<file path="config.mk">
export PLATFORM = sky130hd
export DESIGN_NAME = phy_err_counter
export DESIGN_NICKNAME = d
export VERILOG_FILES = /design/src/rtl/phy_errcnt_pkg.sv /design/src/rtl/errcnt_event_qual.sv /design/src/rtl/errcnt_sat.sv /design/src/rtl/errcnt_flag.sv /design/src/rtl/phy_err_counter.sv
export SDC_FILE = /design/constraint.sdc
export NUM_CORES = 1
export LEC_CHECK = 0
export BUFFER_PORTS_ARGS = -buffer_cell sky130_fd_sc_hd__buf_2
export CAP_MARGIN = 20
export CORE_ASPECT_RATIO = 1.25
export CORE_UTILIZATION = 42
export DETAILED_ROUTE_END_ITERATION = 8
export HOLD_SLACK_MARGIN = 0.08
export PLACE_DENSITY = 0.74
export SKIP_LAST_GASP = 1
export SYNTH_ARGS = -nofsm -noshare
export SYNTH_HDL_FRONTEND = slang
export SYNTH_SLANG_ARGS = --single-unit
</file>
<file path="constraint.sdc">
create_clock -name clk_i -period 1.5 [get_ports clk_i]
set_clock_uncertainty 0.05 [all_clocks]
set_input_delay 0.075 -clock clk_i [delete_from_list [all_inputs] [get_ports clk_i]]
set_output_delay 0.075 -clock clk_i [all_outputs]
set_load 0.02 [all_outputs]
</file>
<file path="src/rtl/phy_errcnt_pkg.sv">
package phy_errcnt_pkg;
  typedef enum logic {
    CNT_FALSE_CARRIER = 1'b0,
    CNT_RX_ERROR      = 1'b1
  } cnt_mode_e;
endpackage

</file>
<file path="src/rtl/errcnt_event_qual.sv">
module errcnt_event_qual
  import phy_errcnt_pkg::*;
(
  input  logic      clk_i,
  input  logic      rst_ni,
  input  cnt_mode_e mode_i,
  input  logic      carrier_i,
  input  logic      event_i,
  input  logic      collision_i,
  output logic      inc_o,
  output logic      rx_err_o
);
  logic in_evt_q, err_seen_q, col_seen_q;

  assign rx_err_o = (mode_i == CNT_RX_ERROR) && carrier_i && event_i;

  // carrier-event bookkeeping; flags are consumed when carrier drops
  always_ff @(posedge clk_i or negedge rst_ni) begin
    if (!rst_ni) begin
      in_evt_q   <= 1'b0;
      err_seen_q <= 1'b0;
      col_seen_q <= 1'b0;
    end else if (carrier_i) begin
      in_evt_q   <= 1'b1;
      err_seen_q <= err_seen_q | event_i;
      col_seen_q <= col_seen_q | collision_i;
    end else begin
      in_evt_q   <= 1'b0;
      err_seen_q <= 1'b0;
      col_seen_q <= 1'b0;
    end
  end

  always_comb begin
    unique case (mode_i)
      CNT_FALSE_CARRIER: inc_o = event_i;
      CNT_RX_ERROR:      inc_o = in_evt_q && !carrier_i && err_seen_q && !col_seen_q;
      default:           inc_o = 1'b0;
    endcase
  end
endmodule

</file>
<file path="src/rtl/errcnt_sat.sv">
module errcnt_sat #(
  parameter int unsigned CNT_W = 8
) (
  input  logic             clk_i,
  input  logic             rst_ni,
  input  logic             inc_i,
  input  logic             clr_i,
  output logic [CNT_W-1:0] cnt_o,
  output logic             half_o
);
  localparam logic [CNT_W-1:0] MAX_V     = '1;
  localparam logic [CNT_W-1:0] HALF_M1_V = {1'b0, {(CNT_W-1){1'b1}}};
  localparam logic [CNT_W-1:0] ONE_V     = CNT_W'(1);

  logic [CNT_W-1:0] cnt_q;
  logic             half_q;

  always_ff @(posedge clk_i or negedge rst_ni) begin
    if (!rst_ni) begin
      cnt_q  <= '0;
      half_q <= 1'b0;
    end else begin
      half_q <= inc_i && !clr_i && (cnt_q == HALF_M1_V);
      if (clr_i)                        cnt_q <= inc_i ? ONE_V : '0;  // clear first, then count
      else if (inc_i && cnt_q != MAX_V) cnt_q <= cnt_q + ONE_V;
    end
  end

  assign cnt_o  = cnt_q;
  assign half_o = half_q;
endmodule

</file>
<file path="src/rtl/errcnt_flag.sv">
module errcnt_flag (
  input  logic clk_i,
  input  logic rst_ni,
  input  logic set_i,
  input  logic clr_i,
  output logic flag_o
);
  logic flag_q;

  always_ff @(posedge clk_i or negedge rst_ni) begin
    if (!rst_ni)     flag_q <= 1'b0;
    else if (set_i)  flag_q <= 1'b1;
    else if (clr_i)  flag_q <= 1'b0;
  end

  assign flag_o = flag_q;
endmodule

</file>
<file path="src/rtl/phy_err_counter.sv">
module phy_err_counter #(
  parameter int unsigned REG_W = 16,
  parameter int unsigned CNT_W = 8
) (
  input  logic             clk_i,
  input  logic             rst_ni,
  input  logic             mode_i,
  input  logic             carrier_i,
  input  logic             event_i,
  input  logic             collision_i,
  input  logic             rd_i,
  output logic [REG_W-1:0] rd_data_o,
  output logic             half_full_o,
  output logic             err_latch_o
);
  import phy_errcnt_pkg::*;

  localparam int unsigned PAD_W = REG_W - CNT_W;

  logic             inc, rx_err;
  logic [CNT_W-1:0] cnt;

  errcnt_event_qual i_qual (
    .clk_i       (clk_i),
    .rst_ni      (rst_ni),
    .mode_i      (cnt_mode_e'(mode_i)),
    .carrier_i   (carrier_i),
    .event_i     (event_i),
    .collision_i (collision_i),
    .inc_o       (inc),
    .rx_err_o    (rx_err)
  );

  errcnt_sat #(.CNT_W(CNT_W)) i_sat (
    .clk_i  (clk_i),
    .rst_ni (rst_ni),
    .inc_i  (inc),
    .clr_i  (rd_i),
    .cnt_o  (cnt),
    .half_o (half_full_o)
  );

  errcnt_flag i_flag (
    .clk_i  (clk_i),
    .rst_ni (rst_ni),
    .set_i  (rx_err),
    .clr_i  (rd_i),
    .flag_o (err_latch_o)
  );

  generate
    if (PAD_W > 0) begin : g_pad
      assign rd_data_o = {{PAD_W{1'b0}}, cnt};
    end else begin : g_nopad
      assign rd_data_o = cnt;
    end
  endgenerate
endmodule

</file>
# Yosys cells after proc, flatten, opt, wreduce, memory -nomap -nowiden

Index checks and enable logic that the tools add are counted.

Register bits after elaboration: 13
Bits of input ports: 7
Output and inout bits: 18
Word-level logic and storage cells: 34

$add $sub $neg: 1
Equal/unequal tests: 2
Muxes and demuxes: 9
Bitwise gates (word level): 3
Reduce and logical (&&, ||, !) cells: 13

Operator list:

| cell                                                 | count |
|---|---|
| 2-to-1 mux 8 bit                                     | 2 |
| adder 8 x 1 -> 8 bit (second input constant)         | 1 |
| equality test 8 x 7 -> 1 bit (second input constant) | 1 |
| logical AND 1 bit                                    | 8 |
| inequality test 8 bit (second input constant)        | 1 |
| 2-to-1 mux 1 bit                                     | 6 |
| nonzero test 2 bit                                   | 2 |
| logical NOT 1 bit                                    | 3 |
| OR 1 bit                                             | 2 |
| one-hot mux 1 bit (2 select lines)                   | 1 |
| inverter 1 bit                                       | 1 |

# Depth between registers and ports, before layout

Depth in word-level cells: 8
Mapped depth: 6
Depth with buffers taken out: 5

# Modules after synthesis

A second synthesis with hierarchy kept.

Cell total of the unflattened synthesis: 71
Area total of the unflattened synthesis: 752.0 um2

Modules (own cells, without submodules):

| module            | times used | cells an instance | area an instance (um2) | sequential area each (um2) |
|---|---|---|---|---|
| errcnt_sat        | 1          | 51                | 533.0                  | 225.2 |
| errcnt_event_qual | 1          | 8                 | 118.9                  | 75.1 |
| phy_err_counter   | 1          | 9                 | 63.8                   | 0.0 |
| errcnt_flag       | 1          | 3                 | 36.3                   | 25.0 |

# Least setup slack after synthesis

OpenSTA, ideal clock, no wires.

Path kind: flip-flop to flip-flop
Start: register i_sat.cnt_q[0], in the netlist i_sat.cnt_o[0]
End: register i_sat.cnt_q[4], in the netlist i_sat.cnt_o[4]
Library setup time: 77 ps
Arrival: 1627 ps
Required time: 1373 ps
Setup slack: -254 ps
Cell stages (with the launch flop): 7
Path buffers: 1
Period minus slack after synthesis: 1754 ps
Cells stage by stage: dfrtp_1 -> ha_1 -> nand4_1 -> nor2_1 -> buf_2 -> or4_1 -> a21oi_1

Longest elaborated chain between the ends: 3
Elaborated cells between the ends (all ways): 6
Classes of those cells: 1 x add/sub; 1 x eq/ne; 2 x mux; 2 x reduce/logical

Ends and longest elaborated chain:

| what                                                          | line             | source |
|---|---|---|
| from (decl)                                                   | errcnt_sat.sv:15 | `logic [CNT_W-1:0] cnt_q;` |
| from (signal assigned)                                        | errcnt_sat.sv:24 | `if (clr_i) cnt_q <= inc_i ? ONE_V : '0;` |
| from (signal assigned)                                        | errcnt_sat.sv:25 | `else if (inc_i && cnt_q != MAX_V) cnt_q <= cnt_q + ONE_V;` |
| adder 8 x 1 -> 8 bit or inequality test 8 bit (tied branches) | errcnt_sat.sv:25 |  |
| 2-to-1 mux 8 bit or logical AND 1 bit (tied branches)         | errcnt_sat.sv:25 |  |
| 2-to-1 mux 8 bit or nonzero test 2 bit (tied branches)        | -                |  |

Parallel ways exist; a longest one is shown, timed or not. The select of a mux whose other input is x is not followed.
A chain may end at the register's enable or synchronous reset.

# Worst setup path in the final report

Start: register i_qual.col_seen_q
End: register i_sat.cnt_q[6], in the netlist i_sat.cnt_o[6]

Longest elaborated chain between the ends: 5

Ends and longest elaborated chain:

| what                               | line                    | source |
|---|---|---|
| from (decl)                        | errcnt_event_qual.sv:13 | `logic in_evt_q, err_seen_q, col_seen_q;` |
| from (signal assigned)             | errcnt_event_qual.sv:26 | `col_seen_q <= col_seen_q \| collision_i;` |
| logical NOT 1 bit                  | errcnt_event_qual.sv:37 | `CNT_RX_ERROR: inc_o = in_evt_q && !carrier_i && err_seen_q && !col_seen_q;` |
| logical AND 1 bit                  | errcnt_event_qual.sv:37 |  |
| one-hot mux 1 bit (2 select lines) | errcnt_event_qual.sv:35 | `unique case (mode_i)` |
| logical AND 1 bit                  | errcnt_sat.sv:25        |  |
| nonzero test 2 bit (no line)       | -                       |  |

No other way between the ends.

==> parameters.txt <==
Parameter                              Value

Run status
  Run status ... complete, but fails checks
  Violated checks ... setup timing

Placement
  Setup Slack @ Placement ... -117 ps
  Number of buffers added on ports ... 16
  Placed standard-cell area ... 865 um2
  Last weighted congestion value of the routability-driven placer ... 0.817
  Half-perimeter wire length of the detailed placement result ... 1.07 mm

Cells and area
  Area growth from synthesis to layout ... 41.4%
  Final #Nets ... 112
  ANT cells ... 0
  Cell area after layout ... 996 um2
  Fraction of final layout cells sized beyond drive strength 1 ... 42.7%
  Count of filler cells inserted in the layout ... 151

Logic synthesis
  Ranking of synthesized cells by instance count ... sky130_fd_sc_hd__dfrtp_1, sky130_fd_sc_hd__buf_4, sky130_fd_sc_hd__nand3_1
  Number of register bits inferred by synthesis ... 13
  Leading area contributor after synthesis ... sky130_fd_sc_hd__dfrtp_1
  Yosys synthesis warning count ... 0
  Gate count of the mapped netlist ... 68
  Async set or reset register ratio after synthesis ... 100%
  Area of the mapped netlist ... 704 um2
  Post-synth EDFFs ... 0
  Leading cell types by total area after synthesis ... sky130_fd_sc_hd__dfrtp_1, sky130_fd_sc_hd__buf_4, sky130_fd_sc_hd__nand3_1
  Sequential cell area fraction in the yosys report ... 46.2%
  Primary FF master, synth ... sky130_fd_sc_hd__dfrtp_1
  Number of different library cells in the post-synthesis netlist ... 25
  Mapped Avg Cell Area ... 10.4 um2
  Cell with the most instances after synthesis ... sky130_fd_sc_hd__dfrtp_1
  Portion of synthesized cell area occupied by the leading cell type ... 46.2%

Timing
  RSZ-0062 raised after global routing ... true
  Fin Setup TNS ... -787 ps
  Final Max Slew Viols ... 0
  Final period util ... 110%
  Final hold violations ... 0
  Final setup vio count ... 7
  Final min period ... 1640 ps
  Final worst slack ... -144 ps
  Highest achievable clock rate ... 608 MHz
  Post-route worst hold slack ... 159 ps

GRT
  Largest net degree at the start of global routing ... 14
  First-pass GRT wire length ... 2.50 mm
  Remaining global-route overflow ... 0
  GRT Overall Usage ... 20.1%
  Vias in the first global route ... 590
  Antenna violations before repair ... 0

Setup path
  FF-to-FF path depth ... 4
  Setup crit end kind ... flip-flop
  Critical path arrival ... 1760 ps
  CP Launch Type ... flip-flop
  Critical Path RT ... 1620 ps
  Critical path start-end classification ... reg -> reg
  Maximum fanout along the worst path ... 11

Clocking
  Clock latency reported for the late side of the worst-skew pair ... 280 ps
  CTS tree ... done
  CTS HTree Levels ... 1
  Setup bufs post-CTS ... 0
  Max Root-Sink Buffers ... 2
  Clock root cell ... sky130_fd_sc_hd__clkbuf_4
  Clock transition at the registers of the reported paths ... 70 ps
  Number of buffers created by CTS ... 3
  Total number of clock tree sinks ... 13

Route
  Routed len/inst ... 13.4 um
  Remaining number of nets flagged by the antenna check after routing ... 0
  Drt initial violations ... 1
  Residual DRC ... 0
  Vias per cell ... 5.42
  Number of optimization iterations in the first detailed-route pass ... 4
  WL final ... 1.62 mm
  Vias ... 656

Power
  Max VDD drop ... 0.000544 V
  Static Leakage ... 0.482 nW
  Power density relative to cell area ... 737 nW/um2
  Total power ... 0.000734 W

Floorplanning
  Die outline width ... 38.6 um
  Number of core rows ... 16
  Starting density of the core ... 45.1%
  Core Box Area ... 1560 um2
  I/O pin count ... 25
  Total die area ... 1850 um2
  DIE HEIGHT ... 47.8 um

Flow run
  Maximum capacitance violations ... 0

Min path
  Hold WC Path Type ... in -> async
placed cells by master, fill, tap and decap left out, types with 2 or more instances in the layout:
cell type / count
sky130_fd_sc_hd__a21oi_2: 3
sky130_fd_sc_hd__and3_1: 3
sky130_fd_sc_hd__buf_2: 16
sky130_fd_sc_hd__buf_4: 13
sky130_fd_sc_hd__clkbuf_4: 3
sky130_fd_sc_hd__conb_1: 8
sky130_fd_sc_hd__dfrtp_1: 11
sky130_fd_sc_hd__dfrtp_2: 2
sky130_fd_sc_hd__dlygate4sd3_1: 6
sky130_fd_sc_hd__inv_1: 3
sky130_fd_sc_hd__nand3_1: 5
sky130_fd_sc_hd__nand4_1: 2
sky130_fd_sc_hd__nor2_1: 2
sky130_fd_sc_hd__o211ai_1: 3
sky130_fd_sc_hd__o21a_1: 2
sky130_fd_sc_hd__o31ai_1: 3
sky130_fd_sc_hd__or3_1: 2
sky130_fd_sc_hd__or4_4: 2
power by group:
part	leakage, nW	internal [W]	switching (W)
clock network	0.0150	0.000103	0.000111
logic	0.296	0.0000617	0.0000845
registers	0.171	0.000365	0.00000936
total	0.482	0.000530	0.000205
cell families (layout without fill, tap and decap cells):
family	count (synthesis)	after routing	synth area share, %
DFF	13	13	46.2
AOI/OAI and AO/OA	18	18	18.6
other	1	8	0.532
muxes	1	1	1.95
buffers and inverters	14	42	13.1
and+or+nand+nor	20	20	17.8
adders and majority gates	1	1	1.78
per-stage QoR:
step	util [%]	std cells
after floorplan	-	75
after global placement	55.4	111
after detailed placement	55.4	111
after CTS	61.9	121
after global routing	63.8	121
final	63.8	121
worst max-delay path: stages, from the launching register on:
cell and delay [ps]:
sky130_fd_sc_hd__dfrtp_1 370, sky130_fd_sc_hd__and4bb_1 320, sky130_fd_sc_hd__mux2i_4 140, sky130_fd_sc_hd__or4b_1 520
sky130_fd_sc_hd__o211a_1 130
flip-flops by register name, indices dropped and copies added, names as in the netlist:
| name | count |
|---|---|
| i_sat.cnt_o | 8 |
| i_flag.flag_o | 1 |
| i_qual.col_seen_q | 1 |
| i_qual.err_seen_q | 1 |
| i_qual.in_evt_q | 1 |
| i_sat.half_o | 1 |
what timing repair did:
item	CTS	global route
pin swaps	1	1
endpoints found under the setup margin	8	7
resized for setup	3	6
hold buffers	6	0
endpoints found under the hold margin	22	0
cloned	0	0
cell type report:
type	instances	area, um2	share of cell area (%)
Tap cell	18	22.5	2.26
Multi-Input combinational cell	48	370	37.2
Inverter	3	11.3	1.13
Clock buffer	4	26.3	2.64
Sequential cell	13	328	32.9
Timing Repair Buffer	35	238	23.9
per-layer routing:
layer  GRT usage (%)  share of wire (%)  wire, um  vias up
li1                -                  -         -      313
met5               0                  0         0        -
met3            4.19                3.9        63        2
met1            22.0                 41       660      317
met2            38.3                 54       880       24
met4            6.21                1.2        19        0
worst paths after layout:
| path | start | end | slack [ps] |
|---|---|---|---|
| setup / recovery | i_qual.col_seen_q | i_sat.cnt_o[6] | -140 |
| hold / removal | rst_ni | i_sat.cnt_o[3] | 160 |
| setup reg to reg | i_qual.col_seen_q | i_sat.cnt_o[6] | -140 |
| hold reg to reg | i_qual.col_seen_q | i_qual.col_seen_q | 440 |
| max in group asynchronous | rst_ni | i_sat.cnt_o[1] | 1000 |
| min in group clk_i | mode_i | i_sat.cnt_o[6] | 330 |
(Power assumes the default switching activity.)
